[src/rtl/hbdt_pkg.sv]
package hbdt_pkg;

  // target state of one leg after request decode
  typedef enum logic [1:0] {
    TGT_OFF = 2'd0,
    TGT_LS  = 2'd1,
    TGT_HS  = 2'd2
  } leg_tgt_e;

  function automatic int unsigned max4(int unsigned a, int unsigned b,
                                       int unsigned c, int unsigned d);
    int unsigned m;
    m = a;
    if (b > m) m = b;
    if (c > m) m = c;
    if (d > m) m = d;
    return m;
  endfunction

endpackage

[src/rtl/hbdt_req_decode.sv]
module hbdt_req_decode
  import hbdt_pkg::*;
(
  input  logic     hs_req,
  input  logic     ls_req,
  output leg_tgt_e tgt,
  output logic     conflict
);

  always_comb begin
    conflict = hs_req & ls_req;
    unique case ({hs_req, ls_req})
      2'b10:   tgt = TGT_HS;
      2'b01:   tgt = TGT_LS;
      default: tgt = TGT_OFF;  // idle or conflicting request
    endcase
  end

endmodule

[src/rtl/hbdt_leg_seq.sv]
module hbdt_leg_seq
  import hbdt_pkg::*;
#(
  parameter int unsigned TON_HS  = 8,
  parameter int unsigned TOFF_HS = 4,
  parameter int unsigned TON_LS  = 7,
  parameter int unsigned TOFF_LS = 3
) (
  input  logic     clk,
  input  logic     rst,
  input  logic     tick,
  input  leg_tgt_e tgt_in,
  output logic     hs_gate,
  output logic     ls_gate
);

  localparam int unsigned MAX_DLY = max4(TON_HS, TOFF_HS, TON_LS, TOFF_LS);
  localparam int unsigned CNT_W   = $clog2(MAX_DLY + 2);
  localparam logic [CNT_W-1:0] SAT      = CNT_W'(MAX_DLY);
  localparam logic [CNT_W-1:0] LIM_HSON = CNT_W'(TON_HS);
  localparam logic [CNT_W-1:0] LIM_HSOF = CNT_W'(TOFF_HS);
  localparam logic [CNT_W-1:0] LIM_LSON = CNT_W'(TON_LS);
  localparam logic [CNT_W-1:0] LIM_LSOF = CNT_W'(TOFF_LS);

  leg_tgt_e         tgt_q;
  logic [CNT_W-1:0] cnt_q;
  logic             hs_nxt, ls_nxt;

  // target latch and tick counter; any target change restarts the count
  always_ff @(posedge clk) begin
    if (rst) begin
      tgt_q <= TGT_OFF;
      cnt_q <= '0;
    end else if (tgt_in != tgt_q) begin
      tgt_q <= tgt_in;
      cnt_q <= '0;
    end else if (tick && cnt_q != SAT) begin
      cnt_q <= cnt_q + 1'b1;
    end
  end

  // a gate only rises once the complementary gate is already low
  always_comb begin
    if (tgt_q == TGT_HS) hs_nxt = hs_gate | ((cnt_q >= LIM_HSON) & ~ls_gate);
    else                 hs_nxt = hs_gate & ~(cnt_q >= LIM_HSOF);
    if (tgt_q == TGT_LS) ls_nxt = ls_gate | ((cnt_q >= LIM_LSON) & ~hs_gate);
    else                 ls_nxt = ls_gate & ~(cnt_q >= LIM_LSOF);
  end

  always_ff @(posedge clk) begin
    if (rst) begin
      hs_gate <= 1'b0;
      ls_gate <= 1'b0;
    end else begin
      hs_gate <= hs_nxt;
      ls_gate <= ls_nxt;
    end
  end

  // never both switches of the leg at once
  p_no_shoot_r1: assert property (@(posedge clk) disable iff (rst)
    !(hs_gate && ls_gate));

  // high side turns on only after its on-delay elapsed on a high target
  p_hs_on_delay_r2: assert property (@(posedge clk) disable iff (rst)
    $rose(hs_gate) |-> ($past(cnt_q) >= LIM_HSON && $past(tgt_q) == TGT_HS));

  // low side turns on only after its on-delay elapsed on a low target
  p_ls_on_delay_r3: assert property (@(posedge clk) disable iff (rst)
    $rose(ls_gate) |-> ($past(cnt_q) >= LIM_LSON && $past(tgt_q) == TGT_LS));

  // release waits for the off-delay
  p_hs_off_delay_r4: assert property (@(posedge clk) disable iff (rst)
    $fell(hs_gate) |-> ($past(cnt_q) >= LIM_HSOF));
  p_ls_off_delay_r4: assert property (@(posedge clk) disable iff (rst)
    $fell(ls_gate) |-> ($past(cnt_q) >= LIM_LSOF));

  // a gate rises only from a cycle in which the other gate was low
  p_gap_hs_r5: assert property (@(posedge clk) disable iff (rst)
    $rose(hs_gate) |-> $past(!ls_gate));
  p_gap_ls_r5: assert property (@(posedge clk) disable iff (rst)
    $rose(ls_gate) |-> $past(!hs_gate));

  // without a tick and without a new request the count holds
  p_hold_no_tick_r8: assert property (@(posedge clk) disable iff (rst)
    (!tick && tgt_in == tgt_q) |=> $stable(cnt_q));

endmodule

[src/rtl/hbdt_sequencer.sv]
module hbdt_sequencer
  import hbdt_pkg::*;
#(
  parameter int unsigned LEGS    = 3,
  parameter int unsigned TON_HS  = 8,
  parameter int unsigned TOFF_HS = 4,
  parameter int unsigned TON_LS  = 7,
  parameter int unsigned TOFF_LS = 3
) (
  input  logic              clk,
  input  logic              rst,
  input  logic              tick,
  input  logic [2*LEGS-1:0] sw_req,
  output logic [LEGS-1:0]   gate_hs,
  output logic [LEGS-1:0]   gate_ls,
  output logic [2*LEGS-1:0] sw_state,
  output logic [LEGS-1:0]   conflict_err
);

  logic [LEGS-1:0] conflict_now;

  for (genvar i = 0; i < LEGS; i++) begin : g_leg
    leg_tgt_e leg_tgt;

    hbdt_req_decode u_dec (
      .hs_req   (sw_req[2*i+1]),
      .ls_req   (sw_req[2*i]),
      .tgt      (leg_tgt),
      .conflict (conflict_now[i])
    );

    hbdt_leg_seq #(
      .TON_HS  (TON_HS),
      .TOFF_HS (TOFF_HS),
      .TON_LS  (TON_LS),
      .TOFF_LS (TOFF_LS)
    ) u_seq (
      .clk     (clk),
      .rst     (rst),
      .tick    (tick),
      .tgt_in  (leg_tgt),
      .hs_gate (gate_hs[i]),
      .ls_gate (gate_ls[i])
    );

    // diagnosis layout mirrors the request layout
    assign sw_state[2*i]   = gate_ls[i];
    assign sw_state[2*i+1] = gate_hs[i];

    // a double request flags the leg on the next edge
    p_conflict_flag_r6: assert property (@(posedge clk) disable iff (rst)
      (sw_req[2*i+1] && sw_req[2*i]) |=> conflict_err[i]);

    // the flag is sticky until reset
    p_conflict_sticky_r6: assert property (@(posedge clk) disable iff (rst)
      conflict_err[i] |=> conflict_err[i]);

    // a conflicting request never leaves a gate rising
    p_conflict_no_rise_r6: assert property (@(posedge clk) disable iff (rst)
      (sw_req[2*i+1] && sw_req[2*i]) |=> !$rose(gate_hs[i]) || !$past(conflict_now[i], 2));
  end

  always_ff @(posedge clk) begin
    if (rst) conflict_err <= '0;
    else     conflict_err <= conflict_err | conflict_now;
  end

endmodule

[config.mk]
export PLATFORM = sky130hd
export DESIGN_NAME = hbdt_sequencer
export DESIGN_NICKNAME = d
export VERILOG_FILES = /design/src/rtl/hbdt_pkg.sv /design/src/rtl/hbdt_req_decode.sv /design/src/rtl/hbdt_leg_seq.sv /design/src/rtl/hbdt_sequencer.sv
export SDC_FILE = /design/constraint.sdc
export NUM_CORES = 1
export LEC_CHECK = 0
export ABC_CLOCK_PERIOD_IN_PS = 1600
export BUFFER_PORTS_ARGS = -buffer_cell sky130_fd_sc_hd__clkbuf_2
export CAP_MARGIN = 10
export CORE_ASPECT_RATIO = 1.5
export CORE_UTILIZATION = 55
export DETAILED_ROUTE_END_ITERATION = 8
export PLACE_DENSITY = 0.9
export REMOVE_ABC_BUFFERS = 1
export SLEW_MARGIN = 20
export SYNTH_ARGS = -nofsm -noshare
export SYNTH_HDL_FRONTEND = slang
export SYNTH_SLANG_ARGS = --single-unit
[constraint.sdc]
create_clock -name clk -period 1.6 [get_ports clk]
set_input_delay 0.08 -clock clk [delete_from_list [all_inputs] [get_ports clk]]
set_output_delay 0.08 -clock clk [all_outputs]
set_load 0.02 [all_outputs]
==> results.sh <==
export IMPL_status="complete, no violations"
export IMPL_drive_above_1_share=0.160
export IMPL_critPathCapture="g_leg[2].u_seq.cnt_q[0]$_SDFFE_PP0P_"
export IMPL_synthCells=165
export IMPL_cts_buffers=3
export IMPL_grt_max_degree=28
export IMPL_cp_max_fo=4
export IMPL_p_leak_nw=0.628
export IMPL_synth_xor_area_share=0.0360
export IMPL_wire_per_inst_um=13.0
export IMPL_critPathArrivalTime_ns=1.50
export IMPL_numClockSinks=27
export IMPL_synth_top_family_by_area="simple AND/OR/NAND/NOR gates"
export IMPL_endpoint_kind="register"
export IMPL_antenna_cells=0
export IMPL_clk_pin_slew_ns=0.14
export IMPL_reg2reg_from="g_leg[2].u_seq.cnt_q[0]$_SDFFE_PP0P_"
export IMPL_io_buffers=23
export IMPL_drv_slew=0
export IMPL_synth_top_area_share=0.370
export IMPL_reg2regPathDepth=5
export IMPL_drt_initial_drc_count=19
export IMPL_vdd_ir_drop_max_v=0.000493
export IMPL_ff2ff_setup_slack_ns=0.31
export IMPL_crit_start="g_leg[2].u_seq.cnt_q[0]$_SDFFE_PP0P_"
export IMPL_cts_resized=0
export IMPL_ys_ff_latch=27
export IMPL_cpPeakStageDelay_ns=0.40
export IMPL_cp_top_family="flip-flops"
export IMPL_r2r_end="g_leg[2].u_seq.cnt_q[0]$_SDFFE_PP0P_"
export IMPL_critPathRequiredTime_ns=1.81
export IMPL_maxCapViolations=0
export IMPL_dp_hpwl_um=1850
export IMPL_hp_class="in2reg"
export IMPL_grt_pass1_wl_um=4530
export IMPL_critPathKind="reg2reg"
export IMPL_cp_start_kind="register"
export IMPL_die_area_um2=2870
export IMPL_grt_pass1_vias=1142
export IMPL_core_area_um2=2480
export IMPL_clk_latency_ns=0.33
export IMPL_cts_htree_levels=1
export IMPL_firstDrtPassIters=6
export IMPL_wirelength_um=2660
export IMPL_nFillCells=210
export IMPL_cts_tree="built"
export IMPL_critical_path_slowest_cell="dfxtp_1"
export IMPL_finalHoldViolations=0
export IMPL_clk_path_buf_depth=2
export IMPL_ys_seq_area_frac=0.370
export IMPL_antenna_left=0
export IMPL_nNetsFinal=197
export IMPL_power_density_nw_per_um2=721
export IMPL_finalInstanceArea_um2=1570
export IMPL_setup_violations=0
export IMPL_clock_fmax_ghz=0.775
export IMPL_rsz0062_at_grt="false"
export IMPL_die_x_um=44.1
export IMPL_synth_cell_types=24
export IMPL_period_share=0.806
export IMPL_vias=1202
export IMPL_areaGrowthSynthToFinish_pct=7.53
export IMPL_critPathBufInv=1
export IMPL_dpl_cell_area_um2=1490
export IMPL_setup_tns_ns=0
export IMPL_finalClockSkew_ns=0.00398
export IMPL_track_usage=0.206
export IMPL_multi_input_area_um2=762
export IMPL_syn_avg_cell_area_um2=8.86
export IMPL_gr_total_overflow=0
export IMPL_min_period_ns=1.29
export IMPL_path_cells="inv_1, ha_1, and3b_1, o21ai_0, a211oi_1"
export IMPL_worst_pin_slew_ns=0.534
export IMPL_relSlewSlack=0.644
export IMPL_dieHeight_um=65.1
export IMPL_synth_mux_area_frac=0
export IMPL_synthesis_area_um2=1460
export IMPL_initial_core_util=0.590
export IMPL_yosysWarnings=0
export IMPL_yosys_area_top_type="dfxtp_1"
export IMPL_synth_compound_area_frac=0.162
export IMPL_clock_root_buffer="clkbuf_4"
export IMPL_regArea_um2=541
export IMPL_yosys_top_cells_area="dfxtp_1 (37%), buf_4 (7.7%), and4bb_1 (5.1%)"
export IMPL_drc=0
export IMPL_gp_congestion=0.836
export IMPL_path_depth=5
export IMPL_synthAdderAreaFrac=0.0514
export IMPL_viasPerCell=5.86
export IMPL_synthSimpleGateAreaFrac=0.272
export IMPL_grt_antenna_before_repair=0
export IMPL_num_io_pins=24
export IMPL_rows=22
[worst min-delay path by stage]
stage / from / to / depth (start not counted)
global placement: sw_req[0] / g_leg[0].u_seq.tgt_q[1]$_SDFFE_PP0P_ / 2
CTS: tick / g_leg[2].u_seq.cnt_q[1]$_SDFFE_PP0P_ / 3
finish: tick / g_leg[0].u_seq.cnt_q[1]$_SDFFE_PP0P_ / 3
global route: tick / g_leg[0].u_seq.cnt_q[1]$_SDFFE_PP0P_ / 3
detailed placement: sw_req[3] / g_leg[1].u_seq.tgt_q[0]$_SDFFE_PP0P_ / 2
floorplan: rst / g_leg[0].u_seq.hs_gate$_SDFF_PP0_ / 1
[synth_stat cells]
library cell	count
ha_1	6
a21oi_1	12
dfxtp_1	27
and3b_1	3
xor2_1	3
nor3b_1	9
a32oi_1	3
nand3_1	6
buf_2	1
nor2b_1	9
xnor2_1	3
nand2_1	6
buf_4	15
nor3_1	9
nor2_1	9
inv_1	10
clkbuf_1	1
nand3b_1	3
o21bai_1	3
o21ai_0	9
a211oi_2	3
a211oi_1	6
and4bb_1	6
nand4_1	3
[worst min-delay path, stage by stage]
cell,delay (ns)
clkbuf_2,0.22
nand3_1,0.15
a211oi_1,0.06
[registers in the layout (all words and copies together) (netlist names)]
register             flops
conflict_err             3
g_leg.u_seq.cnt_q       12
g_leg.u_seq.hs_gate      3
g_leg.u_seq.ls_gate      3
g_leg.u_seq.tgt_q        6
[area by class of cell]
class | instances | share of cell area
inverter | 10 | 0.0239
clock buffer | 4 | 0.0167
timing repair buffer | 29 | 0.111
tap | 24 | 0.0191
multi-input combinational | 111 | 0.485
sequential | 27 | 0.344
[cell families (layout without fill, tap and decap cells)]
logic type | after synthesis | count (layout)
flops | 27 | 27
buf+inv | 27 | 43
xor+xnor | 6 | 6
fa+ha+maj | 6 | 6
simple gates | 63 | 63
compound gates | 36 | 36
[layout by cell type (no fill, tap or decap), types with 6 or more instances in the layout]
cell           synthesis  routed
dfxtp_1               27      27
clkbuf_2               0      23
a21oi_1               12      12
inv_1                 10      10
nor2_1                 9       9
o21ai_0                9       9
nor2b_1                9       9
nor3_1                 9       9
nor3b_1                9       9
nand3_1                6       6
and4bb_1               6       6
a211oi_1               6       6
nand2_1                6       6
ha_1                   6       6
dlygate4sd3_1          0       6
[power by group]
part	leakage [nW]	internal [W]	switching (W)
Combinational	0.394	0.0000579	0.0000749
Clock	0.0150	0.0000980	0.000198
Sequential	0.220	0.000690	0.0000147
[metal layers]
layer / vias to the layer above / part of all wire / global-route usage
met5: - / 0 / 0
met4: 0 / 0.020 / 0.106
met3: 5 / 0.017 / 0.0275
met2: 19 / 0.55 / 0.388
met1: 568 / 0.41 / 0.208
li1: 610 / - / -
[what timing repair did]
item | in CTS | in global routing
setup buffers | 0 | 0
hold buffers | 6 | 0
endpoints found under the hold margin | 6 | 0
[through the flow]
stage / util / power, W / std cells / setup WS (ns) / hold slack, ns
after floorplan: - / 0.000786 / 148 / 0.502 / 0.149
after detailed placement: 0.599 / 0.000839 / 195 / 0.355 / 0.331
after global placement: 0.599 / 0.000831 / 195 / 0.456 / 0.315
after CTS: 0.634 / 0.00114 / 205 / 0.309 / 0.193
final: 0.634 / 0.00113 / 205 / 0.310 / 0.210
after global routing: 0.634 / 0.00118 / 205 / 0.182 / 0.239
Power figures use the tool's default switching activity.
